<file path="config.mk">
export PLATFORM = sky130hd
export DESIGN_NAME = uart_prog_loader
export DESIGN_NICKNAME = d
export VERILOG_FILES = /design/src/rtl/loader_pkg.sv /design/src/rtl/loader_ctrl.sv /design/src/rtl/loader_dp.sv /design/src/rtl/uart_prog_loader.sv
export SDC_FILE = /design/constraint.sdc
export NUM_CORES = 1
export LEC_CHECK = 0
export BUFFER_PORTS_ARGS = -buffer_cell sky130_fd_sc_hd__buf_4
export CORE_UTILIZATION = 39
export DETAILED_ROUTE_END_ITERATION = 10
export PLACE_DENSITY = 0.7
export SLEW_MARGIN = 20
export SYNTH_ARGS = -nofsm -noshare
export SYNTH_HDL_FRONTEND = slang
export SYNTH_SLANG_ARGS = --single-unit
</file>
<file path="constraint.sdc">
create_clock -name clk -period 5.15 [get_ports clk]
set_input_delay 0.2575 -clock clk [delete_from_list [all_inputs] [get_ports clk]]
set_output_delay 0.2575 -clock clk [all_outputs]
set_load 0.05 [all_outputs]
</file>
<file path="src/rtl/loader_pkg.sv">
package loader_pkg;
  typedef struct packed {
    logic shiftBit;
    logic byteOk;
    logic frameBad;
  } rxStrobe_t;

  typedef enum logic [2:0] {
    RX_IDLE, RX_START, RX_DATA, RX_STOP, RX_RECOVER
  } rxState_t;

  localparam logic [31:0] END_WORD = 32'h0000_0FFF;
endpackage

</file>
<file path="src/rtl/loader_ctrl.sv">
module loader_ctrl
  import loader_pkg::*;
#(
  parameter int CLKS_PER_BIT = 1085
) (
  input  logic       clk,
  input  logic       rst,
  input  logic       rxBit,
  input  logic       halt,
  output rxStrobe_t  strobe
);
  localparam int CNT_W = (CLKS_PER_BIT > 2) ? $clog2(CLKS_PER_BIT) : 1;
  localparam logic [CNT_W-1:0] LAST = CNT_W'(CLKS_PER_BIT - 1);
  localparam logic [CNT_W-1:0] MID  = CNT_W'(CLKS_PER_BIT / 2 - 1);

  rxState_t state;
  logic [CNT_W-1:0] cnt;
  logic [2:0] bitIdx;

  always_ff @(posedge clk) begin
    if (rst) begin
      state  <= RX_IDLE;
      cnt    <= '0;
      bitIdx <= '0;
    end else begin
      case (state)
        RX_IDLE: begin
          cnt <= '0;
          if (!halt && !rxBit) state <= RX_START;
        end
        RX_START: begin
          if (cnt == MID) begin
            cnt    <= '0;
            bitIdx <= '0;
            state  <= rxBit ? RX_IDLE : RX_DATA;
          end else cnt <= cnt + 1'b1;
        end
        RX_DATA: begin
          if (cnt == LAST) begin
            cnt <= '0;
            if (bitIdx == 3'd7) state <= RX_STOP;
            else bitIdx <= bitIdx + 1'b1;
          end else cnt <= cnt + 1'b1;
        end
        RX_STOP: begin
          if (cnt == LAST) begin
            cnt   <= '0;
            state <= rxBit ? RX_IDLE : RX_RECOVER;
          end else cnt <= cnt + 1'b1;
        end
        RX_RECOVER: if (rxBit) state <= RX_IDLE;
        default: state <= RX_IDLE;
      endcase
    end
  end

  always_comb begin
    strobe.shiftBit = (state == RX_DATA) && (cnt == LAST);
    strobe.byteOk   = (state == RX_STOP) && (cnt == LAST) && rxBit;
    strobe.frameBad = (state == RX_STOP) && (cnt == LAST) && !rxBit;
  end


  strobe_onehot_chk: assert property (@(posedge clk) disable iff (rst)
    $onehot0({strobe.shiftBit, strobe.byteOk, strobe.frameBad}));


  halt_idle_chk: assert property (@(posedge clk) disable iff (rst)
    (halt && state == RX_IDLE) |=> (state == RX_IDLE));
endmodule

</file>
<file path="src/rtl/loader_dp.sv">
module loader_dp
  import loader_pkg::*;
#(
  parameter int ADDR_W = 8
) (
  input  logic              clk,
  input  logic              rst,
  input  logic              rxBit,
  input  rxStrobe_t         strobe,
  output logic              memWe,
  output logic [ADDR_W-1:0] memAddr,
  output logic [31:0]       memData,
  output logic              loadDone,
  output logic              frameErr
);
  logic [7:0]  byteReg;
  logic [23:0] wordReg;
  logic [1:0]  byteCnt;
  logic [31:0] fullWord;

  assign fullWord = {wordReg, byteReg};

  always_ff @(posedge clk) begin
    if (rst) begin
      byteCnt  <= '0;
      memAddr  <= '0;
      memWe    <= 1'b0;
      loadDone <= 1'b0;
      frameErr <= 1'b0;
    end else begin
      memWe <= 1'b0;
      if (memWe) memAddr <= memAddr + ADDR_W'(1);
      if (strobe.shiftBit) byteReg <= {rxBit, byteReg[7:1]};
      if (strobe.frameBad) frameErr <= 1'b1;
      if (strobe.byteOk && !loadDone) begin
        byteCnt <= byteCnt + 1'b1;
        wordReg <= {wordReg[15:0], byteReg};
        if (byteCnt == 2'd3) begin
          if (fullWord == END_WORD) loadDone <= 1'b1;
          else begin
            memWe   <= 1'b1;
            memData <= fullWord;
          end
        end
      end
    end
  end


  we_pulse_chk: assert property (@(posedge clk) disable iff (rst)
    memWe |=> !memWe);


  addr_step_chk: assert property (@(posedge clk) disable iff (rst)
    memWe |=> (memAddr == $past(memAddr) + ADDR_W'(1)));


  done_sticky_chk: assert property (@(posedge clk) disable iff (rst)
    loadDone |=> loadDone);


  no_write_after_done_chk: assert property (@(posedge clk) disable iff (rst)
    loadDone |-> !memWe);


  frame_err_sticky_chk: assert property (@(posedge clk) disable iff (rst)
    frameErr |=> frameErr);
endmodule

</file>
<file path="src/rtl/uart_prog_loader.sv">
module uart_prog_loader
  import loader_pkg::*;
#(
  parameter int CLKS_PER_BIT = 1085,
  parameter int ADDR_W       = 8
) (
  input  logic              clk,
  input  logic              rst,
  input  logic              rxLine,
  output logic              loadReady,
  output logic              memWe,
  output logic [ADDR_W-1:0] memAddr,
  output logic [31:0]       memData,
  output logic              loadDone,
  output logic              frameErr
);
  logic [1:0] rxSync;
  logic       readyReg;
  rxStrobe_t  strobe;

  always_ff @(posedge clk) begin
    if (rst) begin
      rxSync   <= 2'b11;
      readyReg <= 1'b0;
    end else begin
      rxSync   <= {rxSync[0], rxLine};
      readyReg <= 1'b1;
    end
  end

  assign loadReady = readyReg && !loadDone;

  loader_ctrl #(.CLKS_PER_BIT(CLKS_PER_BIT)) ctrl_i (
    .clk(clk), .rst(rst), .rxBit(rxSync[1]), .halt(loadDone), .strobe(strobe)
  );

  loader_dp #(.ADDR_W(ADDR_W)) dp_i (
    .clk(clk), .rst(rst), .rxBit(rxSync[1]), .strobe(strobe),
    .memWe(memWe), .memAddr(memAddr), .memData(memData),
    .loadDone(loadDone), .frameErr(frameErr)
  );


  ready_after_done_chk: assert property (@(posedge clk) disable iff (rst)
    $rose(loadDone) |-> !loadReady);
endmodule

</file>
==> results of run 1 <==
## sequential cells by signal, indices dropped and copies added (netlist names)
register,cells
ctrl_i.bitIdx,3
dp_i.loadDone,1
ctrl_i.state,3
ctrl_i.cnt,11
dp_i.memAddr,8
dp_i.memData,32
dp_i.frameErr,1
readyReg,1
rxSync,2
dp_i.memWe,1
dp_i.wordReg,24
dp_i.byteCnt,2
dp_i.byteReg,8
## area by class of cell
type                    instances  share of cell area
flip-flops and latches         97              0.6094
multi-input cells             145              0.2244
repair buffers                 47             0.08326
well taps                     108             0.03189
clock buffers                   9             0.02923
clock inverters                 7             0.01742
inverters                       5            0.004429
## per-stage QoR
stage               instances  hold slack (ps)  cell area (um2)  power (W)
finish                    418            73.69             4238   0.001337
global route              418            56.27             4238   0.001387
CTS                       418            56.04             4233   0.001352
detailed placement        402            396.6             4035  0.0008764
global placement          402            391.7             4035  0.0008766
floorplan                 253            361.3             3561  0.0008688
## logic make-up (layout without fill, tap and decap cells)
logic type / after synthesis / after routing / synth area share
buf+inv: 11 / 68 / 0.01160
flops: 97 / 97 / 0.7252
xor+xnor: 15 / 15 / 0.03690
fa+ha+maj: 7 / 7 / 0.02459
simple gates: 92 / 92 / 0.1406
compound gates: 30 / 30 / 0.05833
mux: 1 / 1 / 0.002811
## cells in the final DEF, fill, tap and decap left out, types with 2 or more instances in the layout
| cell | instances |
|---|---|
| edfxtp_1 | 64 |
| buf_4 | 47 |
| dfxtp_1 | 33 |
| nand2_1 | 21 |
| nor2_1 | 19 |
| o21ai_0 | 11 |
| a21oi_1 | 9 |
| clkbuf_8 | 9 |
| nand4_1 | 8 |
| xor2_1 | 8 |
| xnor2_1 | 7 |
| ha_1 | 7 |
| nand3_1 | 6 |
| nor4_1 | 6 |
| inv_1 | 5 |
| nor3_1 | 5 |
| nand3b_1 | 3 |
| nor3b_1 | 3 |
| and3_1 | 3 |
| or3_1 | 3 |
| inv_6 | 3 |
| nand2b_1 | 2 |
| and4b_1 | 2 |
| or2_2 | 2 |
| a31o_2 | 2 |
| inv_8 | 2 |
## critical path: stages, from the launching register on
cell	delay [ps]
dfxtp_1	360
or3_4	440
nor3_4	310
nand2_1	250
nor4b_2	260
buf_4	400
## final timing paths
kind,start,end,slack [ps],depth (start not counted)
worst max register to register,ctrl_i.cnt[6],dp_i.memData[6],2770,5
worst min-delay path,rxLine,rxSync[0],70,2
worst max-delay path,ctrl_i.cnt[6],dp_i.memData[6],2770,5
worst min register to register,rxSync[0],rxSync[1],420,1
## power breakdown
| part | switching [W] | internal (W) |
|---|---|---|
| clock network | 0.000285 | 0.000192 |
| logic | 0.0000218 | 0.0000126 |
| registers | 0.00000384 | 0.000821 |
## layer usage
| layer | track usage | wire length (um) | vias up |
|---|---|---|---|
| met5 | 0 | 0 | - |
| met4 | 0.07805 | 136 | 0 |
| met3 | 0.03022 | 222 | 10 |
| met2 | 0.2071 | 2762 | 51 |
| met1 | 0.1688 | 2738 | 1019 |
| li1 | - | - | 1047 |
==> results.md, run 1 <==
- Status: finished clean
- Area growth syn-to-layout: 19.01%
- Nets: 315
- Pwr Density: 315.5 nW/um2
- Clock Latency Late Sink: 370 ps
- Clock skew: 11.65 ps
- Initial antenna violation count: 0
- Synth area leaders: edfxtp_1 (54%), dfxtp_1 (19%), ha_1 (2.5%)
- Reg clk slew, reported paths: 90 ps
- Detailed Place HPWL: 4.049 mm
- Filler cells: 777
- Die X: 97.56 um
- Crit path DAT: 2400 ps
- Most used DFF post-synth: edfxtp_1
- Worst EP required: 5170 ps
- RSZ-0062 raised after global routing: no
- Worst min path class: input pin to flip-flop
- Worst Setup End Kind: flip-flop
- Vias: 2127
- Top-area cell type share of the netlist area: 0.5397
- Cell accounting for the most synthesized area: edfxtp_1
- CTS Buffer Depth: 2
- Setup TNS: 0 ps
- EDFF count, synth: 64
- Largest net degree at the start of global routing: 33
- # DRC: 0
- CORE AREA: 8763 um2
- Max cap viols: 0
- Netlist Area Pre-Place: 3561 um2
- GRT overflow: 0
- Syn avg cell area: 14.07 um2
- Worst Setup Start Kind: flip-flop
- Post-CTS sizing: 0
- Synth top cells by count: edfxtp_1 (64), dfxtp_1 (33), nand2_1 (21)
- Vias in the first global route: 2025
- Final setup violation count: 0
- DRT iter0 DRCs: 97
- Post-synth cell types: 39
- DRT antenna net count: 0
- Async set or reset register ratio after synthesis: 0
- Port bufs: 46
- Gr usage total: 0.1326
- Layout cells sized above 1: 0.2355
- Hold Buf Count CTS: 0
- Peak Freq: 420.8 MHz
- Core Util, Final: 0.4836
- Global-route wire length before repair: 9.839 mm
- Sink Count: 97
- Syn Inst Count: 253
- Post-synth net total: 263
- Num ports: 47
- Slew HR: 0.5602
- ANT cells: 0
- Measured slew at the worst slew-check pin: 653.7 ps
- Post CTS Setup Buffer Count: 0
- 1st-pass router iterations: 4
- CTS tree: yes
- Kind of critical path: flip-flop to flip-flop
- Initial Util: 0.4063
- Cell row count: 34
- Final Hold Fails: 0
- Final setup margin: 2774 ps
- Slew Limit Fails: 0
- Routability cong.: 0.8986
- Synthesis warning total: 0
- Dpl ws: 2510 ps
- Seq/Total Area, Yosys: 0.7252
- #FFs+latches synth: 97
- Worst vdd ir: 0.1405 mV
- Top-count cell post-synth: edfxtp_1
- Via density: 5.089
- Drt wl/cell: 14.02 um
- Tmin final: 2376 ps
- Leak Pwr: 1.442 nW
- CTS Buf Count: 9
- Final worst-path cycle share: 0.4614
- CTS H-tree lvls: 3
- FF+latch area: 2582 um2
- Root Buffer: clkbuf_8
- Die area: 9517 um2
- Multi-input gate area: 950.9 um2
- Final wirelength: 5.859 mm
- CP Max Fanout: 32
- Die Height: 97.56 um
Power figures use the tool's default switching activity.
==> run 2, diff against run 1 <==
--- a/config.mk
+++ b/config.mk
@@ -5,6 +5,7 @@
 export SDC_FILE = /design/constraint.sdc
 export NUM_CORES = 1
 export LEC_CHECK = 0
+export ABC_AREA = 1
 export BUFFER_PORTS_ARGS = -buffer_cell sky130_fd_sc_hd__buf_4
 export CORE_UTILIZATION = 39
 export DETAILED_ROUTE_END_ITERATION = 10
==> constraint.sdc (replaced) <==
create_clock -name clk -period 2 [get_ports clk]
set_input_delay 0.1 -clock clk [delete_from_list [all_inputs] [get_ports clk]]
set_output_delay 0.1 -clock clk [all_outputs]
set_load 0.05 [all_outputs]
==> run 2 against run 1 <==
  * Sequential power rose to 2.7 times the previous value
  * First-iteration DRC count down 2.1%
  * Largest power group unchanged
  * Clock-buffer cell count unchanged
  * Highest routed layer unchanged
  * Largest cell class unchanged
  * Critical path depth up 5
==> results.md, run 2 <==
- Port bufs: 46
- Via density: 4.570
- Final Hold Fails: 0
- Busiest grt layer: met2
- Core Util, Final: 0.5013
- Met1 Usage GRT: 0.1670
- Clock Latency Late Sink: 360 ps
- CTS tree: yes
- Synth top cells by count: nand2_1 (65), edfxtp_1 (64), nor2_1 (47)
- Final wirelength: 6.596 mm
- NetSw: 0.001112 W
- Syn Inst Count: 348
- Most frequent cells in the layout: nand2_1 (64), edfxtp_1 (64), buf_4 (56), nor2_1 (47), inv_1 (41)
- Top-count cell post-synth: nand2_1
- Syn avg cell area: 10.84 um2
- Vias in the first global route: 2310
- Num ports: 47
- Post-synthesis xor/xnor area fraction: 0.004642
- 1st-pass router iterations: 6
- Post-Synth Adder-Cell Area: 0.02321
- CTS H-tree lvls: 3
- Area growth syn-to-layout: 23.91%
- Sequential power share: 0.528
- CTS Buf Count: 9
- Tmin final: 1933 ps
- Clock power share: 0.322
- Setup TNS: 0 ps
- Mux contribution to synthesized area: 0
- Depth of the worst hold-timing path: 2
- Routability cong.: 0.8114
- Pwr Density: 900.4 nW/um2
- Met3 Use GR: 0.04666
- Worst vdd ir: 0.8279 mV
- Simple-gate area share of the yosys netlist: 0.1877
- Largest family of logic cells by synthesized area: simple AND/OR/NAND/NOR gates
- Netlist Area Pre-Place: 3774 um2
- Largest net degree at the start of global routing: 33
- Kind of critical path: flip-flop to flip-flop
- Largest register by flop count: dp_i.memData
- Top-area cell type share of the netlist area: 0.5093
- Detailed Place HPWL: 4.420 mm
- Max cap viols: 0
- Regs by FF count: dp_i.memData: 32 flops, dp_i.wordReg: 24 flops, ctrl_i.cnt: 11 flops
- Die Height: 100.4 um
- Initial antenna violation count: 0
- Design Power: 0.004210 W
- Post-synth cell types: 28
- CORE AREA: 9328 um2
- Gr usage total: 0.1389
- Status: finished clean
- Async set or reset register ratio after synthesis: 0
- Clock skew: 12.35 ps
- Finished layout cell area: 4676 um2
- Sw frac: 0.2641
- Synth area leaders: edfxtp_1 (51%), dfxtp_1 (18%), nand2_1 (6.5%)
- CP Max Fanout: 8
- Reg clk slew, reported paths: 90 ps
- Flop2flop setup slack: 70 ps
- Min-delay src: rst
- Hold Crit Endpoint: ctrl_i.state[2]
- Layout cells sized above 1: 0.2310
- CTS Buffer Depth: 2
- Met2 Usage GRT: 0.2339
- Combinational power share: 0.150
- Drt wl/cell: 12.01 um
- # DRC: 0
- Seq/Total Area, Yosys: 0.6844
- Synthesis warning total: 0
- Reg2reg end: dp_i.memData[28]
- Vias: 2509
- Largest register FFs: 32
- Root Buffer: clkbuf_8
- Leak Pwr: 1.800 nW
- Post-synthesis compound-gate area fraction: 0.04410
- Slew Limit Fails: 0
- DRT antenna net count: 0
- ANT cells: 0
- Initial Util: 0.4046
- Cell accounting for the most synthesized area: edfxtp_1
- #FFs+latches synth: 97
- Most used DFF post-synth: edfxtp_1
- Final worst-path cycle share: 0.9666
- Worst EP required: 2080 ps
- Slew HR: 0.6698
- Worst Setup End Kind: flip-flop
- Post-synth net total: 358
- DRT iter0 DRCs: 95
- Cell row count: 35
- P_int: 0.003098 W
- Global-route wire length before repair: 10.74 mm
- Die X: 100.4 um
- GRT overflow: 0
- Sink Count: 97
- Die area: 10070 um2
- Placed cell area: 4338 um2
- Crit path DAT: 2020 ps
- Worst Setup Start Kind: flip-flop
- Peak Freq: 517.3 MHz
- RR Startpoint: ctrl_i.cnt[1]
- Nets: 426
- WHS: 66.50 ps
- EDFF count, synth: 64
- Worst min path class: input pin to flip-flop
- Measured slew at the worst slew-check pin: 494.7 ps
- Final setup violation count: 0
- R2R depth: 10
run 2: power by group through the flow:
stage	logic (W)	clock network (W)	registers (W)
after floorplan	0.000472	0	0.00227
after global placement	0.000592	0	0.00226
after detailed placement	0.000608	0	0.00227
after CTS	0.000611	0.00138	0.00222
after global routing	0.000749	0.00148	0.00224
final	0.000632	0.00135	0.00222
run 2: worst max path at each step:
stage	endpoint	cells past startpoint	start
global route	dp_i.memData[6]	10	ctrl_i.cnt[1]
detailed placement	dp_i.memData[26]	9	ctrl_i.cnt[1]
CTS	dp_i.memData[11]	9	ctrl_i.cnt[1]
global placement	dp_i.memData[19]	9	ctrl_i.cnt[1]
finish	dp_i.memData[28]	10	ctrl_i.cnt[1]
floorplan	dp_i.memData[0]	9	ctrl_i.cnt[1]
run 2: worst max-delay path, cell delays in order, from the launching register on:
cell and delay (ps):
dfxtp_2 330, inv_2 80, ha_4 130, nand2_2 60, nor2_4 130, nand3_4 70
or2_4 260, nor2_4 80, nor3b_4 220, buf_6 150, clkbuf_16 150
run 2: routing by layer:
| layer | vias up | share of wire |
|---|---|---|
| met4 | 0 | 0.0097 |
| li1 | 1282 | - |
| met1 | 1154 | 0.46 |
| met2 | 66 | 0.48 |
| met5 | - | 0 |
| met3 | 7 | 0.054 |
run 2: logic make-up (layout without fill, tap and decap cells):
logic type,Yosys count,count (layout)
and+or+nand+nor,159,159
DFF,97,97
buffers and inverters,51,123
AOI/OAI and AO/OA,32,32
adders and majority gates,7,7
xor gates and xnor gates,2,2
run 2: per-stage QoR:
stage          worst slack [ps]  std cells
6_report                  66.87        549
3_3_place_gp              104.5        527
2_1_floorplan            -954.4        348
4_1_cts                   34.53        543
3_5_place_dp              55.93        527
5_1_grt                  -10.28        549
run 2: repair_timing:
| action | in CTS | in global routing |
|---|---|---|
| resized for setup | 0 | 10 |
| endpoints found under the setup margin | 0 | 32 |
| buffers inserted | 0 | 3 |
| endpoints found under the hold margin | 1 | 0 |
| hold buffers | 1 | 0 |
run 2: final cells by class:
class                   instances  area [um2]
clock inverters                 6       88.84
flip-flops and latches         97        2585
clock buffers                   9       123.9
fillers                       832        4652
well taps                     129       161.4
repair buffers                 63       534.3
inverters                      45       168.9
multi-input cells             200        1013
